### config.mk
export PLATFORM = sky130hd
export DESIGN_NAME = pcm_slot_tx
export DESIGN_NICKNAME = d
export VERILOG_FILES = /design/src/rtl/pcm_slot_tx_pkg.sv /design/src/rtl/pcm_slot_tx_ctrl.sv /design/src/rtl/pcm_slot_tx_datapath.sv /design/src/rtl/pcm_slot_tx.sv
export SDC_FILE = /design/constraint.sdc
export NUM_CORES = 1
export LEC_CHECK = 0
export ABC_AREA = 1
export BUFFER_PORTS_ARGS = -buffer_cell sky130_fd_sc_hd__buf_4
export CAP_MARGIN = 20
export CORE_MARGIN = 5
export CORE_UTILIZATION = 35
export CTS_CLUSTER_DIAMETER = 200
export CTS_CLUSTER_SIZE = 12
export DETAILED_ROUTE_END_ITERATION = 12
export HOLD_SLACK_MARGIN = 0.08
export MAX_ROUTING_LAYER = met4
export SYNTH_ARGS = -nofsm -noshare
export SYNTH_HDL_FRONTEND = slang
export SYNTH_SLANG_ARGS = --single-unit
### constraint.sdc
create_clock -name pclk -period 1.92 [get_ports pclk]
set_input_delay 0.288 -clock pclk [delete_from_list [all_inputs] [get_ports pclk]]
set_output_delay 0.288 -clock pclk [all_outputs]
set_load 0.02 [all_outputs]
### src/rtl/pcm_slot_tx_pkg.sv
package pcm_slot_tx_pkg;

  // Strobes from the slot controller to the serializer datapath.
  typedef struct packed {
    logic loadHold;   // capture sample at frame sync
    logic startTx;    // first bit of a transmission
    logic shiftBit;   // advance to the next bit
    logic endTx;      // transmission finished, release enables
  } txStrobes_t;

endpackage

### src/rtl/pcm_slot_tx_ctrl.sv
module pcm_slot_tx_ctrl
  import pcm_slot_tx_pkg::*;
#(
  parameter int FRAME_CLKS = 193,
  parameter int SLOT_BITS  = 8,
  parameter int TS_W       = 7,
  parameter int CS_W       = 3
) (
  input  logic            pclk,
  input  logic            rstN,
  input  logic            fsync,
  input  logic [TS_W-1:0] timeSlot,
  input  logic [CS_W-1:0] clockSlot,
  input  logic            holdLinear,
  output txStrobes_t      strobes,
  output logic            synced
);

  localparam int CNT_W = $clog2(FRAME_CLKS);
  localparam int POS_W = TS_W + $clog2(SLOT_BITS) + 1;
  localparam int CMP_W = (CNT_W > POS_W) ? CNT_W : POS_W;
  localparam int LEN_W = $clog2(2 * SLOT_BITS);

  logic [CNT_W-1:0] frameCnt;
  logic             syncedR;
  logic             active;
  logic [LEN_W-1:0] bitsLeft;
  logic [LEN_W-1:0] bitsLen;
  logic [CMP_W-1:0] startPos;
  logic             frameHit;
  logic             lastBit;
  logic             startNow;

  // Absolute start position inside the frame, in PCLK periods.
  assign startPos = CMP_W'(timeSlot) * CMP_W'(SLOT_BITS) + CMP_W'(clockSlot);
  assign frameHit = syncedR && !fsync && (CMP_W'(frameCnt) == startPos);
  assign lastBit  = active && (bitsLeft == '0);
  assign startNow = frameHit && (!active || lastBit);
  assign bitsLen  = holdLinear ? LEN_W'(2 * SLOT_BITS - 1) : LEN_W'(SLOT_BITS - 1);

  assign strobes.loadHold = fsync;
  assign strobes.startTx  = startNow;
  assign strobes.shiftBit = active && !lastBit;
  assign strobes.endTx    = lastBit && !startNow;
  assign synced           = syncedR;

  // Frame position counter: restarts on sync, wraps at the frame length.
  always_ff @(posedge pclk or negedge rstN) begin
    if (!rstN) begin
      frameCnt <= '0;
      syncedR  <= 1'b0;
    end else if (fsync) begin
      frameCnt <= '0;
      syncedR  <= 1'b1;
    end else if (syncedR) begin
      frameCnt <= (frameCnt == CNT_W'(FRAME_CLKS - 1)) ? '0 : frameCnt + 1'b1;
    end
  end

  // Bit counter for the running transmission.
  always_ff @(posedge pclk or negedge rstN) begin
    if (!rstN) begin
      active   <= 1'b0;
      bitsLeft <= '0;
    end else if (startNow) begin
      active   <= 1'b1;
      bitsLeft <= bitsLen;
    end else if (active && !lastBit) begin
      bitsLeft <= bitsLeft - 1'b1;
    end else if (lastBit) begin
      active   <= 1'b0;
    end
  end

endmodule

### src/rtl/pcm_slot_tx_datapath.sv
module pcm_slot_tx_datapath
  import pcm_slot_tx_pkg::*;
#(
  parameter int SLOT_BITS = 8,
  parameter int NPORTS    = 2
) (
  input  logic                   pclk,
  input  logic                   rstN,
  input  txStrobes_t             strobes,
  input  logic [2*SLOT_BITS-1:0] txSample,
  input  logic                   linearMode,
  input  logic [NPORTS-1:0]      portSel,
  input  logic                   fallEdge,
  output logic                   holdLinear,
  output logic [NPORTS-1:0]      dxOut,
  output logic [NPORTS-1:0]      enOutN
);

  localparam int SAMPLE_W = 2 * SLOT_BITS;

  logic [SAMPLE_W-1:0] holdReg;
  logic [SAMPLE_W-1:0] aligned;
  logic [SAMPLE_W-1:0] shReg;
  logic [NPORTS-1:0]   portLat;
  logic                txBit;

  // Compressed samples are left-aligned so the MSB is always the top bit.
  assign aligned = holdLinear ? holdReg : {holdReg[SLOT_BITS-1:0], {SLOT_BITS{1'b0}}};
  assign txBit   = strobes.startTx ? aligned[SAMPLE_W-1] : shReg[SAMPLE_W-1];

  always_ff @(posedge pclk or negedge rstN) begin
    if (!rstN) begin
      holdReg    <= '0;
      holdLinear <= 1'b0;
    end else if (strobes.loadHold) begin
      holdReg    <= txSample;
      holdLinear <= linearMode;
    end
  end

  always_ff @(posedge pclk or negedge rstN) begin
    if (!rstN) begin
      shReg   <= '0;
      portLat <= '0;
    end else if (strobes.startTx) begin
      shReg   <= aligned << 1;
      portLat <= portSel;
    end else if (strobes.shiftBit) begin
      shReg   <= shReg << 1;
    end
  end

  // One output lane per port: rising-edge register plus falling-edge retime.
  for (genvar i = 0; i < NPORTS; i++) begin : g_lane
    logic riseDx, riseEnN, fallDx, fallEnN;

    always_ff @(posedge pclk or negedge rstN) begin
      if (!rstN) begin
        riseDx  <= 1'b0;
        riseEnN <= 1'b1;
      end else if (strobes.startTx) begin
        if (portSel[i]) begin
          riseDx  <= txBit;
          riseEnN <= 1'b0;
        end else begin
          riseEnN <= 1'b1;
        end
      end else if (strobes.shiftBit && portLat[i]) begin
        riseDx <= txBit;
      end else if (strobes.endTx) begin
        riseEnN <= 1'b1;
      end
    end

    always_ff @(negedge pclk or negedge rstN) begin
      if (!rstN) begin
        fallDx  <= 1'b0;
        fallEnN <= 1'b1;
      end else begin
        fallDx  <= riseDx;
        fallEnN <= riseEnN;
      end
    end

    assign dxOut[i]  = fallEdge ? fallDx  : riseDx;
    assign enOutN[i] = fallEdge ? fallEnN : riseEnN;
  end

endmodule

### src/rtl/pcm_slot_tx.sv
module pcm_slot_tx
  import pcm_slot_tx_pkg::*;
#(
  parameter int FRAME_CLKS = 193,
  parameter int SLOT_BITS  = 8,
  parameter int TS_W       = 7,
  parameter int CS_W       = 3
) (
  input  logic                   pclk,
  input  logic                   rstN,
  input  logic                   fsync,
  input  logic [2*SLOT_BITS-1:0] txSample,
  input  logic                   linearMode,
  input  logic [1:0]             portSel,
  input  logic                   fallEdge,
  input  logic [TS_W-1:0]        timeSlot,
  input  logic [CS_W-1:0]        clockSlot,
  output logic                   dxA,
  output logic                   dxB,
  output logic                   tscAN,
  output logic                   tscBN
);

  localparam int NPORTS = 2;

  txStrobes_t        strobes;
  logic              synced;
  logic              holdLinear;
  logic [NPORTS-1:0] dxOut;
  logic [NPORTS-1:0] enOutN;

  pcm_slot_tx_ctrl #(
    .FRAME_CLKS(FRAME_CLKS), .SLOT_BITS(SLOT_BITS), .TS_W(TS_W), .CS_W(CS_W)
  ) u_ctrl (
    .pclk(pclk), .rstN(rstN), .fsync(fsync), .timeSlot(timeSlot),
    .clockSlot(clockSlot), .holdLinear(holdLinear), .strobes(strobes), .synced(synced)
  );

  pcm_slot_tx_datapath #(
    .SLOT_BITS(SLOT_BITS), .NPORTS(NPORTS)
  ) u_dp (
    .pclk(pclk), .rstN(rstN), .strobes(strobes), .txSample(txSample),
    .linearMode(linearMode), .portSel(portSel), .fallEdge(fallEdge),
    .holdLinear(holdLinear), .dxOut(dxOut), .enOutN(enOutN)
  );

  assign dxA   = dxOut[0];
  assign dxB   = dxOut[1];
  assign tscAN = enOutN[0];
  assign tscBN = enOutN[1];

endmodule

==> summary.md <==
| Metric | Value |
|---|---|
| Status | finished with violations |
| Failing checks | setup timing |
| # nets final | 437 |
| Postcts setup bufs | 0 |
| DRC | 0 |
| Startpoint types | flip-flop |
| Routed Wire Length | 6.30 mm |
| Worst min path class | primary input to async pin |
| Synthesized area | 3010 um2 |
| Worst ir drop on vdd | 0.298 mV |
| Worst setup path start | u_dp.g_lane[1].fallEnN$_DFF_NN1_ |
| R2R Path End | u_dp.shReg[5]$_DFFE_PN0P_ |
| WS Path Type | flip-flop to output port |
| DP HPWL | 4.73 mm |
| Power Dens Cells | 663 nW/um2 |
| RSZ-0062 raised after global routing | true |
| Top fanout value on the critical path | 1 |
| Clk pin slew, worst setup/hold paths | 0.10 ns |
| Buf/Inv on CP | 1 |
| Largest net degree at the start of global routing | 53 |
| Comb pwr share | 12.3% |
| Clock share of power | 32.8% |
| Slew Limit Fails | 0 |
| Total grt overflow | 0 |
| Number of flops mapped to enable cells by yosys | 0 |
| TritonCTS sink count | 56 |
| CP endpoint kind | output port |
| N_diodes | 0 |
| Slowest stage cell, crit path | dfstp_2 |
| DP Worst Slack | -0.0859 ns |
| Post-layout util | 42.6% |
| CP top delay family | flip-flops |
| Initial Util | 36.3% |
| Rows | 33 |
| Die Ht | 103 um |
| Lkg Pwr | 1.81 nW |
| Area Overhead vs Synth | 17.4% |
| Worst Path Required | 1.63 ns |
| Critical path depth | 2 |
| Synth cell count leaders | nand2_1 (130), dfrtp_1 (50), inv_1 (31), nand3_1 (23) |
| P_int | 1.72 mW |
| Synth Warn # | 0 |
| Reg2reg path depth | 8 |
| Design Area, Final | 3540 um2 |
| Post-DP Area | 3400 um2 |
| Syn Nets | 398 |
| Ys flop type | dfrtp_1 |
| Register area share after synthesis | 46.7% |
| Syn Inst Count | 362 |
| Net Switching | 0.621 mW |
| Area share of the largest cell type after synthesis | 41.5% |
| Ys async rst share | 100% |
| Die width | 103 um |
| Most frequent cell after synthesis | nand2_1 |
| Worst hold margin | 0.129 ns |
| CP max stage delay | 0.51 ns |
| I/O pin total | 37 |
| First-pass GRT wire length | 11.1 mm |
| Flops & latches, synth | 56 |
| Arrival @ worst endpoint | 2.07 ns |
| Max cap viols | 0 |
| Initial antenna violation count | 0 |
| Core area | 8300 um2 |
| Setup Skew | 0.0546 ns |
| Switching Share | 26.5% |
| Max-slew headroom | 55.6% |
| Drt wl/cell | 12.4 um |
| H-tree Lvls | 2 |
| Skew-Pair Late Insertion Delay | 0.36 ns |
| Clk root buf | clkbuf_8 |
| DRT antenna net count | 0 |
| Ranking of synthesized cells by area | dfrtp_1 (42%), nand2_1 (16%), nand3_2 (5.6%), inv_1 (3.9%), nand3_1 (3.8%) |
| Pre-antenna DRT Iters | 4 |
| Die area | 10600 um2 |
| Bufs on Longest Clock Path | 2 |
| CP cell instances | mux2_4 > buf_6 |
| TritonCTS buffer count | 5 |
| Final WS setup | -0.438 ns |
| Worst-margin pin slew | 0.666 ns |
| Routability Congestion | 0.816 |
| CTS tree | built |
| Seq pwr share | 54.9% |
| Syn avg cell area | 8.32 um2 |
| Ratio of cells with drive above 1 in the final layout | 25.6% |
| Post-DR vias/cell | 4.72 |
| Initial DRC count | 133 |
| DR vias | 2393 |
| Port-buffer cells | 36 |
| Count of different cell masters after synthesis | 36 |
| Top cell type by total area after synthesis | dfrtp_1 |
| Final hold vios | 0 |
| Tot GR Track Use | 13.4% |
| Vias in the first global route | 2322 |
| Final setup vio count | 4 |
| Worst R2R Start | u_ctrl.bitsLeft[0]$_DFFE_PN0P_ |
| Reg-to-reg slack, setup | 0.25 ns |
| Hold Buf Count CTS | 0 |
## layout by cell type, fill, tap and decap left out, types with 2 or more instances in the layout
cell type	n
nand3_1	23
ha_1	3
dfstp_2	4
dfrtn_1	2
inv_2	12
xor2_1	3
nand3_2	17
nand2_1	130
o22ai_1	6
a21oi_1	2
clkbuf_8	5
nand2_2	4
dfrtp_1	50
inv_1	32
nor2_4	2
o21ai_1	2
o21ai_0	17
nor2_2	3
nand4_1	11
nor2_1	12
buf_4	37
mux2_4	4
buf_6	4
mux2i_1	2
## power by group through the flow
stage	combinational (mW)	clock (mW)	sequential, mW
3_3_place_gp	0.281	0.00978	1.31
2_1_floorplan	0.178	0.00978	1.29
5_1_grt	0.330	0.859	1.30
3_5_place_dp	0.289	0.00978	1.31
6_report	0.288	0.769	1.29
4_1_cts	0.294	0.802	1.29
## logic make-up after synthesis
family | after synthesis | share of synthesized area [%]
AND/OR/NAND/NOR | 211 | 35.2
flip-flops | 56 | 46.7
buffers and inverters | 54 | 8.14
AO/OA/AOI/OAI | 28 | 5.44
multiplexers | 6 | 2.16
XOR/XNOR | 4 | 1.16
adder cells (fa/ha/maj) | 3 | 1.25
## metrics by stage
stage	power, mW	TNS [ns]	cells
after floorplan	1.48	0	362
after global placement	1.60	-0.204	498
after detailed placement	1.61	-0.258	498
after CTS	2.38	-1.64	507
after global routing	2.48	-1.75	507
final	2.34	-1.59	507
## sequential cells by signal, indices dropped and copies added (netlist names)
register / flops
u_dp.g_lane.fallEnN: 2
u_dp.holdLinear: 1
u_dp.holdReg: 16
u_ctrl.synced: 1
u_dp.portLat: 2
u_ctrl.frameCnt: 8
u_dp.g_lane.riseDx: 2
u_dp.g_lane.riseEnN: 2
u_dp.g_lane.fallDx: 2
u_ctrl.bitsLeft: 4
u_ctrl.active: 1
u_dp.shReg: 15
## layout make-up
| type | instances | area, um2 |
|---|---|---|
| clock buffer | 6 | 93.8 |
| timing repair buffer | 42 | 343 |
| fill | 828 | 4760 |
| multi-input combinational | 252 | 1380 |
| sequential | 56 | 1410 |
| inverter | 42 | 158 |
| tap | 105 | 131 |
| clock inverter | 4 | 27.5 |
## timing repair
action / in CTS / in global routing
resized for setup: 6 / 0
endpoints found under the setup margin: 4 / 4
endpoints found under the hold margin: 0 / 0
## worst max path at each step
stage | end | slack [ns]
after floorplan | tscAN | 0.01
after global placement | tscAN | -0.07
after detailed placement | tscBN | -0.09
after CTS | tscBN | -0.45
after global routing | tscAN | -0.48
final | tscBN | -0.44
## routing by layer
metal / GRT usage, % / vias up / share of wire (%)
li1: - / 1230 / -
met1: 18.9 / 1122 / 50
met2: 20.1 / 37 / 46
met3: 2.10 / 4 / 2.7
met4: 3.59 / 0 / 0.97
met5: - / - / 0
Power figures use the tool's default switching activity.
